$ cat src/rtl/mdrop_filter.sv
module mdrop_filter #(
  parameter int DW   = 8,
  parameter int NCTL = 8,
  parameter int CW   = 16,
  parameter int TW   = 16
) (
  input  logic             clk,
  input  logic             rst_n,
  input  logic             cfg_multidrop,
  input  logic             cfg_wake_idle,
  input  logic [DW-1:0]    cfg_addr0,
  input  logic [DW-1:0]    cfg_addr1,
  input  logic [NCTL*DW-1:0] cfg_ctl_char,
  input  logic [NCTL-1:0]  cfg_ctl_valid,
  input  logic [NCTL-1:0]  cfg_ctl_reject,
  input  logic [TW-1:0]    cfg_idle_max,
  input  logic             in_valid,
  input  logic [DW-1:0]    in_data,
  input  logic             in_addr,
  input  logic             in_idle,
  input  logic             err_parity,
  input  logic             err_frame,
  input  logic             err_noise,
  input  logic             err_break,
  input  logic [3:0]       cnt_clear,
  output logic             out_valid,
  output logic [DW-1:0]    out_data,
  output logic             out_addr,
  output logic             msg_end,
  output logic [1:0]       msg_cause,
  output logic [CW-1:0]    cnt_parity,
  output logic [CW-1:0]    cnt_frame,
  output logic [CW-1:0]    cnt_noise,
  output logic [CW-1:0]    cnt_break
);
  localparam logic [1:0] CAUSE_IDLE = 2'd1;
  localparam logic [1:0] CAUSE_CTL  = 2'd2;
  localparam logic [1:0] CAUSE_ADDR = 2'd3;
  localparam logic [CW-1:0] CNT_TOP = {CW{1'b1}};

  logic          asleep, open_q;
  logic [TW-1:0] idle_cnt;
  logic          hit, hit_rej;

  always_comb begin
    hit = 1'b0;
    hit_rej = 1'b0;
    for (int i = NCTL-1; i >= 0; i--) begin
      if (cfg_ctl_valid[i] && cfg_ctl_char[i*DW +: DW] == in_data) begin
        hit = 1'b1;
        hit_rej = cfg_ctl_reject[i];
      end
    end
  end

  wire addr_hit  = (in_data == cfg_addr0) || (in_data == cfg_addr1);
  wire live      = !cfg_multidrop || !asleep;
  wire addr_path = cfg_multidrop && in_addr && !(asleep && cfg_wake_idle);
  wire [TW-1:0] idle_next = idle_cnt + 1'b1;

  always_ff @(posedge clk) begin
    if (!rst_n) begin
      asleep    <= 1'b1;
      open_q    <= 1'b0;
      idle_cnt  <= '0;
      out_valid <= 1'b0;
      out_data  <= '0;
      out_addr  <= 1'b0;
      msg_end   <= 1'b0;
      msg_cause <= 2'd0;
    end else begin
      out_valid <= 1'b0;
      msg_end   <= 1'b0;
      msg_cause <= 2'd0;
      if (in_valid) begin
        idle_cnt <= '0;
        out_data <= in_data;
        out_addr <= in_addr;
        if (addr_path) begin
          if (open_q) begin
            msg_end   <= 1'b1;
            msg_cause <= CAUSE_ADDR;
          end
          asleep    <= !addr_hit;
          out_valid <= addr_hit;
          open_q    <= addr_hit;
        end else if (live) begin
          if (hit) begin
            msg_end   <= 1'b1;
            msg_cause <= CAUSE_CTL;
            out_valid <= !hit_rej;
            open_q    <= 1'b0;
          end else begin
            out_valid <= 1'b1;
            open_q    <= 1'b1;
          end
        end
      end else if (in_idle) begin
        if (cfg_multidrop && asleep && cfg_wake_idle) begin
          asleep <= 1'b0;
        end else if (live && open_q && cfg_idle_max != '0) begin
          if (idle_next == cfg_idle_max) begin
            msg_end   <= 1'b1;
            msg_cause <= CAUSE_IDLE;
            open_q    <= 1'b0;
            idle_cnt  <= '0;
          end else begin
            idle_cnt <= idle_next;
          end
        end
      end
    end
  end

  wire [3:0] ev = {err_break, err_noise, err_frame, err_parity};
  logic [CW-1:0] cnt_q [4];

  for (genvar k = 0; k < 4; k++) begin : g_cnt
    always_ff @(posedge clk) begin
      if (!rst_n || cnt_clear[k]) cnt_q[k] <= '0;
      else if (ev[k] && cnt_q[k] != CNT_TOP) cnt_q[k] <= cnt_q[k] + 1'b1;
    end
  end

  assign cnt_parity = cnt_q[0];
  assign cnt_frame  = cnt_q[1];
  assign cnt_noise  = cnt_q[2];
  assign cnt_break  = cnt_q[3];
endmodule

$ cat config.mk
export PLATFORM = sky130hd
export DESIGN_NAME = mdrop_filter
export DESIGN_NICKNAME = d
export VERILOG_FILES = /design/src/rtl/mdrop_filter.sv
export SDC_FILE = /design/constraint.sdc
export NUM_CORES = 1
export LEC_CHECK = 0
export BUFFER_PORTS_ARGS = -buffer_cell sky130_fd_sc_hd__buf_2
export CORE_AREA = 4 4 131 133
export CTS_CLUSTER_SIZE = 24
export DETAILED_ROUTE_END_ITERATION = 7
export DIE_AREA = 0 0 135 137
export MAX_ROUTING_LAYER = met4
export SLEW_MARGIN = 0
export SYNTH_ARGS = -nofsm -noshare
export SYNTH_HDL_FRONTEND = slang
export SYNTH_SLANG_ARGS = --single-unit
$ cat constraint.sdc
create_clock -name clk -period 4.7 [get_ports clk]
set_input_delay 0.94 -clock clk [delete_from_list [all_inputs] [get_ports clk]]
set_output_delay 0.94 -clock clk [all_outputs]
set_load 0.01 [all_outputs]
==> metrics.txt, run 1 <==
# TYPE chip_impl_metric gauge
chip_impl_info{name="status",value="finished, final reports clean"} 1
chip_impl_metric{name="worstSkewPairLatency",unit="ns"} 0.35
chip_impl_metric{name="maxCapViolCount",unit=""} 0
chip_impl_metric{name="tritoncts.num_buffers",unit=""} 9
chip_impl_metric{name="power",unit="mW"} 1.95
chip_impl_metric{name="synth.ff_latch_count",unit=""} 95
chip_impl_metric{name="max_slew_margin",unit=""} 0.461
chip_impl_metric{name="critical_path.max_stage_delay",unit="ns"} 0.55
chip_impl_info{name="startpoint",value="idle_cnt[0]"} 1
chip_impl_metric{name="post_synth_edffs",unit=""} 64
chip_impl_metric{name="setup_total_negative_slack",unit="ns"} 0
chip_impl_info{name="crit_path_top_delay_cell",value="sky130_fd_sc_hd__nor4b_4"} 1
chip_impl_metric{name="ys_types",unit=""} 57
chip_impl_metric{name="grt_pass1_wl",unit="um"} 27200
chip_impl_metric{name="clkTransAtPathRegs",unit="ns"} 0.07
chip_impl_metric{name="largest_net_degree_at_the_start_of_global_routing",unit=""} 19
chip_impl_info{name="clock-root-buffer",value="sky130_fd_sc_hd__clkbuf_16"} 1
chip_impl_metric{name="initial_util",unit=""} 0.397
chip_impl_metric{name="critical_path_fanout_max",unit=""} 11
chip_impl_metric{name="sequential_cell_area",unit="um^2"} 2540
chip_impl_metric{name="data_arrival_time_of_the_critical_path",unit="ns"} 3.58
chip_impl_info{name="clock_tree_from_tritoncts",value="built"} 1
chip_impl_metric{name="postSynth.asyncResetShare",unit=""} 0
chip_impl_metric{name="cts_htree_levels",unit=""} 3
chip_impl_info{name="mostFrequentLayoutCell",value="sky130_fd_sc_hd__buf_2"} 1
chip_impl_info{name="path_class",value="flop to flop"} 1
chip_impl_metric{name="synth-warning-count",unit=""} 0
chip_impl_metric{name="die-height",unit="um"} 137
chip_impl_metric{name="max_rail_drop_vdd",unit="uV"} 166
chip_impl_metric{name="report.final.hold_viol_count",unit=""} 0
chip_impl_metric{name="postCtsSetupBuffers",unit=""} 0
chip_impl_metric{name="max_clock_freq",unit="MHz"} 299
chip_impl_info{name="grt_setup_unrepaired",value="no"} 1
chip_impl_metric{name="drive_gt1_frac",unit=""} 0.267
chip_impl_metric{name="syn-num-nets",unit=""} 821
chip_impl_info{name="most-common-layout-cells",value="sky130_fd_sc_hd__buf_2, sky130_fd_sc_hd__xnor2_1, sky130_fd_sc_hd__nor2_1"} 1
chip_impl_metric{name="number_of_global_route_vias_before_repair",unit=""} 5146
chip_impl_metric{name="worstMarginPinSlew",unit="ns"} 0.806
chip_impl_metric{name="post-route-period-util",unit=""} 0.713
chip_impl_metric{name="synth_cells",unit=""} 681
chip_impl_metric{name="drt_iter0_markers",unit=""} 276
chip_impl_metric{name="yosysSeqAreaShare",unit=""} 0.405
chip_impl_metric{name="power_per_cell_area",unit="nW/um^2"} 252
chip_impl_info{name="hp-class",value="flop to flop"} 1
chip_impl_metric{name="post_cts_resized",unit=""} 0
chip_impl_metric{name="place.detailed.hpwl",unit="um"} 13400
chip_impl_metric{name="ios",unit=""} 212
chip_impl_metric{name="gr_ovfl_total",unit=""} 0
chip_impl_metric{name="detailedRoute.firstPassIterationCount",unit=""} 4
chip_impl_metric{name="syn_area_per_cell",unit="um^2"} 9.22
chip_impl_metric{name="synth.cell_area",unit="um^2"} 6280
chip_impl_metric{name="num_antenna_cells",unit=""} 0
chip_impl_metric{name="setup_viol",unit=""} 0
chip_impl_metric{name="route.detailed.drc",unit=""} 0
chip_impl_metric{name="via_count",unit=""} 5339
chip_impl_metric{name="antenna_found_initial",unit=""} 0
chip_impl_metric{name="timing.final.crit_period",unit="ns"} 3.35
chip_impl_metric{name="ant_nets",unit=""} 0
chip_impl_metric{name="final-max-slew-violation-count",unit=""} 0
chip_impl_metric{name="footprint_of_the_multi_input_gates",unit="um^2"} 3530
chip_impl_metric{name="dieArea",unit="um^2"} 18500
chip_impl_metric{name="grtUsageTotal",unit=""} 0.192
chip_impl_metric{name="clock_path_buffers",unit=""} 2
chip_impl_info{name="ys.flop_type",value="sky130_fd_sc_hd__edfxtp_1"} 1
chip_impl_metric{name="clock-sinks",unit=""} 95
chip_impl_metric{name="floorplan.core_area",unit="um^2"} 15800
chip_impl_metric{name="row_count",unit=""} 46
chip_impl_metric{name="placement.io_buffers",unit=""} 211
chip_impl_metric{name="gp_congestion",unit=""} 0.894
chip_impl_metric{name="worstPathRequired",unit="ns"} 4.93
chip_impl_info{name="r2r-start",value="idle_cnt[0]"} 1
chip_impl_metric{name="drt-total-wl",unit="um"} 17300
chip_impl_metric{name="leakage",unit="nW"} 3.14
chip_impl_metric{name="wire_per_inst",unit="um"} 15.9
chip_impl_info{name="worst_hold_startpoint",value="out_data[0]"} 1
chip_impl_metric{name="area_added_between_synthesis_and_finish",unit="%"} 23.2
chip_impl_metric{name="design.final.nets",unit=""} 1008
chip_impl_info{name="critical_path.startpoint_type",value="flop"} 1
chip_impl_metric{name="die_width",unit="um"} 135
chip_impl_metric{name="cts.hold.buffers_added",unit=""} 0
chip_impl_metric{name="ff2ff_setup_slack",unit="ns"} 1.35
chip_impl_info{name="cp-end-kind",value="flop"} 1
chip_impl_metric{name="fillCellCount",unit=""} 1530
chip_impl_metric{name="timing.clock.skew",unit="ns"} 0.00859
chip_impl_metric{name="avgViaCountPerCell",unit=""} 4.90
chip_impl_info{name="critical_path.cell_chain",value="ha_1 -> and4_1 -> a21oi_2 -> or3b_1 -> or4_4 -> nor4b_4 -> nor2_2 -> a221o_1"} 1
-- kinds of logic after synthesis --
| logic type | count (synthesis) | synth area share |
|---|---|---|
| muxes | 12 | 0.0195 |
| adders and majority gates | 5 | 0.00997 |
| xor gates and xnor gates | 166 | 0.234 |
| and+or+nand+nor | 304 | 0.242 |
| AOI/OAI and AO/OA | 48 | 0.0560 |
| buffers and inverters | 51 | 0.0329 |
| DFF | 95 | 0.405 |
-- per-stage QoR --
stage	utilization	hold slack (ns)	cells	area, um^2	setup slack [ns]
after global routing	0.489	0.512	1089	7730	1.07
after floorplan	-	0.491	681	6280	1.65
final	0.489	0.492	1089	7730	1.35
after global placement	0.471	0.469	1073	7460	1.35
after detailed placement	0.471	0.476	1073	7460	1.32
after CTS	0.489	0.494	1089	7730	1.34
-- synthesized netlist by cell type (6+ instances only) --
| cell | count | area (um^2) |
|---|---|---|
| sky130_fd_sc_hd__nand4_1 | 28 | 175 |
| sky130_fd_sc_hd__and4_1 | 6 | 52.6 |
| sky130_fd_sc_hd__edfxtp_1 | 64 | 1920 |
| sky130_fd_sc_hd__mux2i_1 | 10 | 100 |
| sky130_fd_sc_hd__or3_1 | 6 | 37.5 |
| sky130_fd_sc_hd__nand3_1 | 33 | 165 |
| sky130_fd_sc_hd__clkbuf_1 | 17 | 63.8 |
| sky130_fd_sc_hd__nor4_1 | 16 | 100 |
| sky130_fd_sc_hd__buf_2 | 9 | 45.0 |
| sky130_fd_sc_hd__nand2_1 | 53 | 199 |
| sky130_fd_sc_hd__and3_1 | 14 | 87.6 |
| sky130_fd_sc_hd__inv_1 | 16 | 60.1 |
| sky130_fd_sc_hd__nor2_1 | 107 | 402 |
| sky130_fd_sc_hd__buf_1 | 8 | 30.0 |
| sky130_fd_sc_hd__o21ai_0 | 11 | 55.1 |
| sky130_fd_sc_hd__nor3_1 | 12 | 60.1 |
| sky130_fd_sc_hd__xnor2_1 | 108 | 946 |
| sky130_fd_sc_hd__dfxtp_1 | 31 | 621 |
| sky130_fd_sc_hd__xor2_1 | 57 | 499 |
-- area by class of cell --
type,instances,share of cell area
Multi-Input combinational cell,535,0.456
Sequential cell,95,0.329
Timing Repair Buffer,211,0.137
Tap cell,216,0.0349
Clock buffer,9,0.0291
Inverter,16,0.00777
Clock inverter,7,0.00680
-- flip-flops by register name, summed over array words and instances, names as in the netlist --
signal / cells
msg_end: 1
out_addr: 1
idle_cnt: 16
out_data: 8
cnt_q: 64
msg_cause: 2
open_q: 1
asleep: 1
out_valid: 1
-- critical path, delay by kind of cell, from the launching register on --
family | cells | cell delay (ns)
compound gates | 2 | 0.42
fa+ha+maj | 1 | 0.44
flops | 1 | 0.48
simple gates | 5 | 1.89
-- path summary, 6_finish.rpt --
path | to | depth (start not counted)
worst max-delay path | idle_cnt[13] | 8
worst min-delay path | out_data[0] | 2
worst max register to register | idle_cnt[13] | 8
worst min register to register | out_data[0] | 2
-- routing by layer --
metal  track usage  routed length, um
met5             -                  0
met3        0.0305                802
met4        0.0504                284
met1         0.260               8140
met2         0.301               8070
-- report_power, final --
group	switching, mW	internal [mW]
registers	0.0337	0.923
logic	0.154	0.141
clock network	0.334	0.366
Note: power is estimated with default switching activity, not from simulation.
==> run 2, diff against run 1 <==
--- a/config.mk
+++ b/config.mk
@@ -11,6 +11,7 @@
 export DETAILED_ROUTE_END_ITERATION = 7
 export DIE_AREA = 0 0 135 137
 export MAX_ROUTING_LAYER = met4
+export PLACE_DENSITY = 0.67
 export SLEW_MARGIN = 0
 export SYNTH_ARGS = -nofsm -noshare
 export SYNTH_HDL_FRONTEND = slang
==> constraint.sdc (replaced) <==
create_clock -name clk -period 3 [get_ports clk]
set_input_delay 0.6 -clock clk [delete_from_list [all_inputs] [get_ports clk]]
set_output_delay 0.6 -clock clk [all_outputs]
set_load 0.01 [all_outputs]
==> run 2 against run 1 <==
Wire length decreased by 0.25%. Utilization is 1.1 points higher. Via count is 5.4% higher. Critical endpoint is now msg_end.
==> metrics.txt, run 2 (same netlist as run 1, synthesis figures left out) <==
# TYPE chip_impl_metric gauge
chip_impl_info{name="status",value="finished, final reports clean"} 1
chip_impl_info{name="clock-root-buffer",value="sky130_fd_sc_hd__clkbuf_16"} 1
chip_impl_metric{name="report.final.hold_viol_count",unit=""} 0
chip_impl_metric{name="wire_per_inst",unit="um"} 15.6
chip_impl_metric{name="largest_net_degree_at_the_start_of_global_routing",unit=""} 19
chip_impl_metric{name="drive_gt1_frac",unit=""} 0.289
chip_impl_metric{name="post_cts_resized",unit=""} 0
chip_impl_metric{name="num_antenna_cells",unit=""} 0
chip_impl_metric{name="cell_area_after_placement",unit="um^2"} 7610
chip_impl_info{name="path_class",value="flop to flop"} 1
chip_impl_metric{name="setup_viol",unit=""} 0
chip_impl_metric{name="timing.clock.skew",unit="ns"} 0.00780
chip_impl_metric{name="data_arrival_time_of_the_critical_path",unit="ns"} 3.14
chip_impl_metric{name="placement.io_buffers",unit=""} 211
chip_impl_metric{name="worstPathRequired",unit="ns"} 3.28
chip_impl_metric{name="worstMarginPinSlew",unit="ns"} 0.630
chip_impl_metric{name="die_width",unit="um"} 135
chip_impl_metric{name="row_count",unit=""} 46
chip_impl_metric{name="initial_util",unit=""} 0.397
chip_impl_metric{name="finish.instance_area",unit="um^2"} 7910
chip_impl_metric{name="clock-sinks",unit=""} 95
chip_impl_metric{name="timing.final.crit_period",unit="ns"} 2.87
chip_impl_metric{name="largest_reg_flops",unit=""} 64
chip_impl_metric{name="postCtsSetupBuffers",unit=""} 0
chip_impl_metric{name="max_clock_freq",unit="MHz"} 349
chip_impl_metric{name="cts_htree_levels",unit=""} 3
chip_impl_metric{name="grt_pass1_wl",unit="um"} 27300
chip_impl_metric{name="footprint_of_the_multi_input_gates",unit="um^2"} 3540
chip_impl_metric{name="dieArea",unit="um^2"} 18500
chip_impl_metric{name="ant_nets",unit=""} 0
chip_impl_metric{name="setup_total_negative_slack",unit="ns"} 0
chip_impl_metric{name="route.detailed.drc",unit=""} 0
chip_impl_metric{name="max_rail_drop_vdd",unit="uV"} 289
chip_impl_metric{name="critical_path.max_stage_delay",unit="ns"} 0.62
chip_impl_info{name="hp-class",value="flop to flop"} 1
chip_impl_info{name="most-common-layout-cells",value="sky130_fd_sc_hd__buf_2, sky130_fd_sc_hd__xnor2_1, sky130_fd_sc_hd__nor2_1"} 1
chip_impl_info{name="clock_tree_from_tritoncts",value="built"} 1
chip_impl_metric{name="sequential_cell_area",unit="um^2"} 2540
chip_impl_metric{name="detailedRoute.firstPassIterationCount",unit=""} 5
chip_impl_metric{name="via_count",unit=""} 5628
chip_impl_metric{name="min_hold_slack",unit="ns"} 0.501
chip_impl_metric{name="gp_congestion",unit=""} 0.908
chip_impl_info{name="top_regs",value="cnt_q (64), idle_cnt (16), out_data (8)"} 1
chip_impl_info{name="grt_setup_unrepaired",value="no"} 1
chip_impl_metric{name="area_added_between_synthesis_and_finish",unit="%"} 26.0
chip_impl_metric{name="leakage",unit="nW"} 3.24
chip_impl_info{name="mostFrequentLayoutCell",value="sky130_fd_sc_hd__buf_2"} 1
chip_impl_metric{name="post-route-period-util",unit=""} 0.956
chip_impl_info{name="largest-register",value="cnt_q"} 1
chip_impl_info{name="critical_path.startpoint_type",value="flop"} 1
chip_impl_metric{name="max_slew_margin",unit=""} 0.580
chip_impl_metric{name="tritoncts.num_buffers",unit=""} 9
chip_impl_metric{name="worstSkewPairLatency",unit="ns"} 0.35
chip_impl_metric{name="maxCapViolCount",unit=""} 0
chip_impl_metric{name="antenna_found_initial",unit=""} 0
chip_impl_metric{name="number_of_global_route_vias_before_repair",unit=""} 5431
chip_impl_metric{name="fillCellCount",unit=""} 1545
chip_impl_metric{name="worst-path-buf-inv",unit=""} 0
chip_impl_info{name="critical-path-top-delay-family",value="simple AND/OR/NAND/NOR gates"} 1
chip_impl_metric{name="ios",unit=""} 212
chip_impl_metric{name="design.final.nets",unit=""} 1028
chip_impl_metric{name="power_per_cell_area",unit="nW/um^2"} 392
chip_impl_metric{name="drt-total-wl",unit="um"} 17300
chip_impl_metric{name="grtUsageTotal",unit=""} 0.191
chip_impl_metric{name="gr_ovfl_total",unit=""} 0
chip_impl_info{name="crit_path_top_delay_cell",value="sky130_fd_sc_hd__or4_1"} 1
chip_impl_metric{name="critical_path_fanout_max",unit=""} 7
chip_impl_metric{name="place.detailed.hpwl",unit="um"} 13500
chip_impl_metric{name="floorplan.core_area",unit="um^2"} 15800
chip_impl_info{name="cp-end-kind",value="flop"} 1
chip_impl_metric{name="avgViaCountPerCell",unit=""} 5.07
chip_impl_metric{name="cts.hold.buffers_added",unit=""} 0
chip_impl_info{name="critical_path.cell_chain",value="ha_2 -> and4_2 -> a21oi_2 -> or3b_1 -> or4_4 -> or4_1 -> or2_1 -> o21ai_0"} 1
chip_impl_metric{name="clock_path_buffers",unit=""} 2
chip_impl_metric{name="drt_iter0_markers",unit=""} 306
chip_impl_metric{name="clkTransAtPathRegs",unit="ns"} 0.07
chip_impl_metric{name="die-height",unit="um"} 137
chip_impl_metric{name="final-max-slew-violation-count",unit=""} 0
-- run 2: changes by cell type in the layout (fill, tap and decap cells not counted), sizes merged --
cell,previous run,this run
buf,211,231
clkinv,2,1
clkinvlp,0,1
-- run 2: layer usage --
metal	GRT usage	up-vias	wire, um	share of wire
li1	-	2799	-	-
met1	0.249	2610	7750	0.45
met2	0.313	211	8200	0.48
met3	0.0390	8	1210	0.070
met4	0.0392	0	89	0.0052
met5	-	-	0	0
-- run 2: final cells by class --
type,count,share of cell area
Clock buffer,9,0.0285
Timing Repair Buffer,231,0.153
Multi-Input combinational cell,535,0.448
Clock inverter,7,0.00807
Inverter,16,0.00760
Tap cell,216,0.0342
Sequential cell,95,0.322
-- run 2: tightest hold or removal path: stages, from the launching register on --
cell and delay [ns]:
sky130_fd_sc_hd__dfxtp_1 0.33, sky130_fd_sc_hd__mux2i_1 0.07, sky130_fd_sc_hd__nor2_1 0.07
-- run 2: path summary, 6_finish.rpt --
| kind | slack, ns | startpoint | cells after the start | endpoint |
|---|---|---|---|---|
| min | 0.50 | out_data[4] | 2 | out_data[4] |
| min reg2reg | 0.50 | out_data[4] | 2 | out_data[4] |
| max reg2reg | 0.13 | idle_cnt[1] | 8 | msg_end |
| max | 0.13 | idle_cnt[1] | 8 | msg_end |
-- run 2: through the flow --
stage                     setup WS (ns)  utilization  total power, mW  std cells
after global placement           0.0892        0.481             1.99       1093
after global routing             0.0133        0.500             3.25       1109
final                             0.133        0.500             3.10       1109
after floorplan                   0.219            -             1.78        681
after CTS                        0.0444        0.499             3.14       1109
after detailed placement         0.0723        0.481             2.00       1093
-- run 2: power breakdown --
part	switching, mW	internal (mW)	leakage (nW)
logic	0.242	0.227	2.10
clock network	0.547	0.585	0.142
registers	0.0523	1.44	0.997
total	0.842	2.26	3.24
==> run 3, diff against run 2 <==
--- a/config.mk
+++ b/config.mk
@@ -10,8 +10,9 @@
 export CTS_CLUSTER_SIZE = 24
 export DETAILED_ROUTE_END_ITERATION = 7
 export DIE_AREA = 0 0 135 137
+export HOLD_SLACK_MARGIN = 0.08
 export MAX_ROUTING_LAYER = met4
-export PLACE_DENSITY = 0.67
+export PLACE_DENSITY = 0.72
 export SLEW_MARGIN = 0
 export SYNTH_ARGS = -nofsm -noshare
 export SYNTH_HDL_FRONTEND = slang
==> run 3 against run 2 <==
Clock power hardly changed. Final cell count grew 0.18%. Register-to-register slack better by 0.04 ns. Sequential share of layout area shrank 0.076 points. Hold slack worse by 0.011 ns. Non-clock buffer count grew 2. Count of clock-buffer cells in the layout increased by 1. Wire length down 1.8%. Combinational power about the same. Largest cell class unchanged.
==> metrics.txt, run 3 (same netlist as run 1, synthesis figures left out) <==
# TYPE chip_impl_metric gauge
chip_impl_info{name="hp-class",value="flop to flop"} 1
chip_impl_metric{name="ios",unit=""} 212
chip_impl_metric{name="sequential_cell_area",unit="um^2"} 2540
chip_impl_metric{name="place.detailed.hpwl",unit="um"} 13400
chip_impl_metric{name="max_slew_margin",unit=""} 0.586
chip_impl_metric{name="drive_gt1_frac",unit=""} 0.289
chip_impl_metric{name="footprint_of_the_multi_input_gates",unit="um^2"} 3540
chip_impl_metric{name="num_antenna_cells",unit=""} 0
chip_impl_metric{name="power",unit="mW"} 3.12
chip_impl_metric{name="worstSkewPairLatency",unit="ns"} 0.34
chip_impl_metric{name="max_clock_freq",unit="MHz"} 353
chip_impl_metric{name="clock-sinks",unit=""} 95
chip_impl_metric{name="worstMarginPinSlew",unit="ns"} 0.615
chip_impl_metric{name="leakage",unit="nW"} 3.25
chip_impl_metric{name="power_per_cell_area",unit="nW/um^2"} 393
chip_impl_metric{name="number_of_global_route_vias_before_repair",unit=""} 5401
chip_impl_metric{name="maxCapViolCount",unit=""} 0
chip_impl_info{name="status",value="finished, final reports clean"} 1
chip_impl_info{name="path_class",value="flop to flop"} 1
chip_impl_metric{name="critical_path_fanout_max",unit=""} 10
chip_impl_metric{name="post-route-period-util",unit=""} 0.943
chip_impl_metric{name="setup_total_negative_slack",unit="ns"} 0
chip_impl_info{name="critical_path.startpoint_type",value="flop"} 1
chip_impl_metric{name="wire_per_inst",unit="um"} 15.3
chip_impl_info{name="clock_tree_from_tritoncts",value="built"} 1
chip_impl_metric{name="clkTransAtPathRegs",unit="ns"} 0.07
chip_impl_metric{name="via_count",unit=""} 5645
chip_impl_metric{name="design.final.nets",unit=""} 1030
chip_impl_metric{name="grtUsageTotal",unit=""} 0.185
chip_impl_metric{name="detailedRoute.firstPassIterationCount",unit=""} 4
chip_impl_metric{name="die-height",unit="um"} 137
chip_impl_metric{name="setup_viol",unit=""} 0
chip_impl_metric{name="drt-total-wl",unit="um"} 16900
chip_impl_metric{name="timing.clock.skew",unit="ns"} 0.00857
chip_impl_metric{name="route.detailed.drc",unit=""} 0
chip_impl_metric{name="largest_net_degree_at_the_start_of_global_routing",unit=""} 19
chip_impl_info{name="top_regs",value="cnt_q (64), idle_cnt (16), out_data (8)"} 1
chip_impl_metric{name="worstPathRequired",unit="ns"} 3.23
chip_impl_info{name="largest-register",value="cnt_q"} 1
chip_impl_metric{name="antenna_found_initial",unit=""} 0
chip_impl_metric{name="ant_nets",unit=""} 0
chip_impl_metric{name="data_arrival_time_of_the_critical_path",unit="ns"} 3.06
chip_impl_info{name="mostFrequentLayoutCell",value="sky130_fd_sc_hd__buf_2"} 1
chip_impl_metric{name="floorplan.core_area",unit="um^2"} 15800
chip_impl_metric{name="fillCellCount",unit=""} 1486
chip_impl_metric{name="report.final.hold_viol_count",unit=""} 0
chip_impl_metric{name="gp_congestion",unit=""} 0.897
chip_impl_info{name="grt_setup_unrepaired",value="no"} 1
chip_impl_metric{name="timing.final.crit_period",unit="ns"} 2.83
chip_impl_metric{name="placement.io_buffers",unit=""} 211
chip_impl_metric{name="avgViaCountPerCell",unit=""} 5.08
chip_impl_metric{name="cts.hold.buffers_added",unit=""} 0
chip_impl_info{name="most-common-layout-cells",value="sky130_fd_sc_hd__buf_2, sky130_fd_sc_hd__xnor2_1, sky130_fd_sc_hd__nor2_1"} 1
chip_impl_info{name="cp-end-kind",value="flop"} 1
chip_impl_metric{name="area_added_between_synthesis_and_finish",unit="%"} 26.3
chip_impl_metric{name="initial_util",unit=""} 0.397
chip_impl_metric{name="max_rail_drop_vdd",unit="uV"} 225
chip_impl_metric{name="dieArea",unit="um^2"} 18500
chip_impl_metric{name="row_count",unit=""} 46
chip_impl_metric{name="tritoncts.num_buffers",unit=""} 9
chip_impl_metric{name="gr_ovfl_total",unit=""} 0
chip_impl_metric{name="final-max-slew-violation-count",unit=""} 0
chip_impl_metric{name="min_hold_slack",unit="ns"} 0.491
chip_impl_metric{name="cts_htree_levels",unit=""} 3
chip_impl_metric{name="clock_path_buffers",unit=""} 2
chip_impl_metric{name="drt_iter0_markers",unit=""} 377
chip_impl_metric{name="grt_pass1_wl",unit="um"} 26700
chip_impl_metric{name="die_width",unit="um"} 135
chip_impl_metric{name="largest_reg_flops",unit=""} 64
chip_impl_info{name="clock-root-buffer",value="sky130_fd_sc_hd__clkbuf_16"} 1
==> run 3: path summary, 6_finish.rpt <==
path	to	from	cells after the start	slack (ns)
worst max-delay path	idle_cnt[15]	idle_cnt[3]	7	0.17
worst min-delay path	out_data[3]	out_data[3]	2	0.49
worst max register to register	idle_cnt[15]	idle_cnt[3]	7	0.17
worst min register to register	out_data[3]	out_data[3]	2	0.49
==> run 3: repair_timing <==
| item | in CTS | in global routing |
|---|---|---|
| resized for setup | 0 | 4 |
| buffers inserted | 0 | 0 |
| setup endpoints to repair | 0 | 13 |
==> run 3: layer usage <==
metal  up-vias  track usage  share of wire
met5         -            -              0
met1      2650        0.244           0.47
met4         0       0.0414         0.0078
met2       180        0.296           0.46
li1       2803            -              -
met3        12       0.0401          0.062
==> run 3: area by class of cell <==
class	count	area share
Sequential cell	95	0.321
Clock buffer	10	0.0289
Inverter	16	0.00757
Clock inverter	6	0.00868
Tap cell	216	0.0341
Timing Repair Buffer	233	0.154
Multi-Input combinational cell	535	0.446
==> run 3: critical path, stage by stage, from the launching register on <==
cell and delay (ns):
sky130_fd_sc_hd__dfxtp_1 0.54, sky130_fd_sc_hd__xor3_1 0.49, sky130_fd_sc_hd__or3b_1 0.38, sky130_fd_sc_hd__or4_4 0.46, sky130_fd_sc_hd__nor4b_4 0.34, sky130_fd_sc_hd__buf_4 0.21, sky130_fd_sc_hd__nor4b_1 0.06, sky130_fd_sc_hd__a211o_1 0.26
==> run 3: report_power, final <==
| group | total, mW | switching, mW | internal [mW] | leakage [nW] |
|---|---|---|---|---|
| registers | 1.50 | 0.0527 | 1.45 | 0.998 |
| clock network | 1.15 | 0.502 | 0.651 | 0.139 |
| logic | 0.469 | 0.241 | 0.228 | 2.11 |
==> run 3: through the flow <==
stage | area [um^2] | utilization | worst slack (ns) | std cells
global placement | 7620 | 0.482 | 0.103 | 1095
global route | 7930 | 0.501 | 0.0430 | 1111
CTS | 7920 | 0.500 | 0.0735 | 1111
finish | 7930 | 0.501 | 0.171 | 1111
floorplan | 6280 | - | 0.219 | 681
detailed placement | 7620 | 0.482 | 0.0419 | 1095
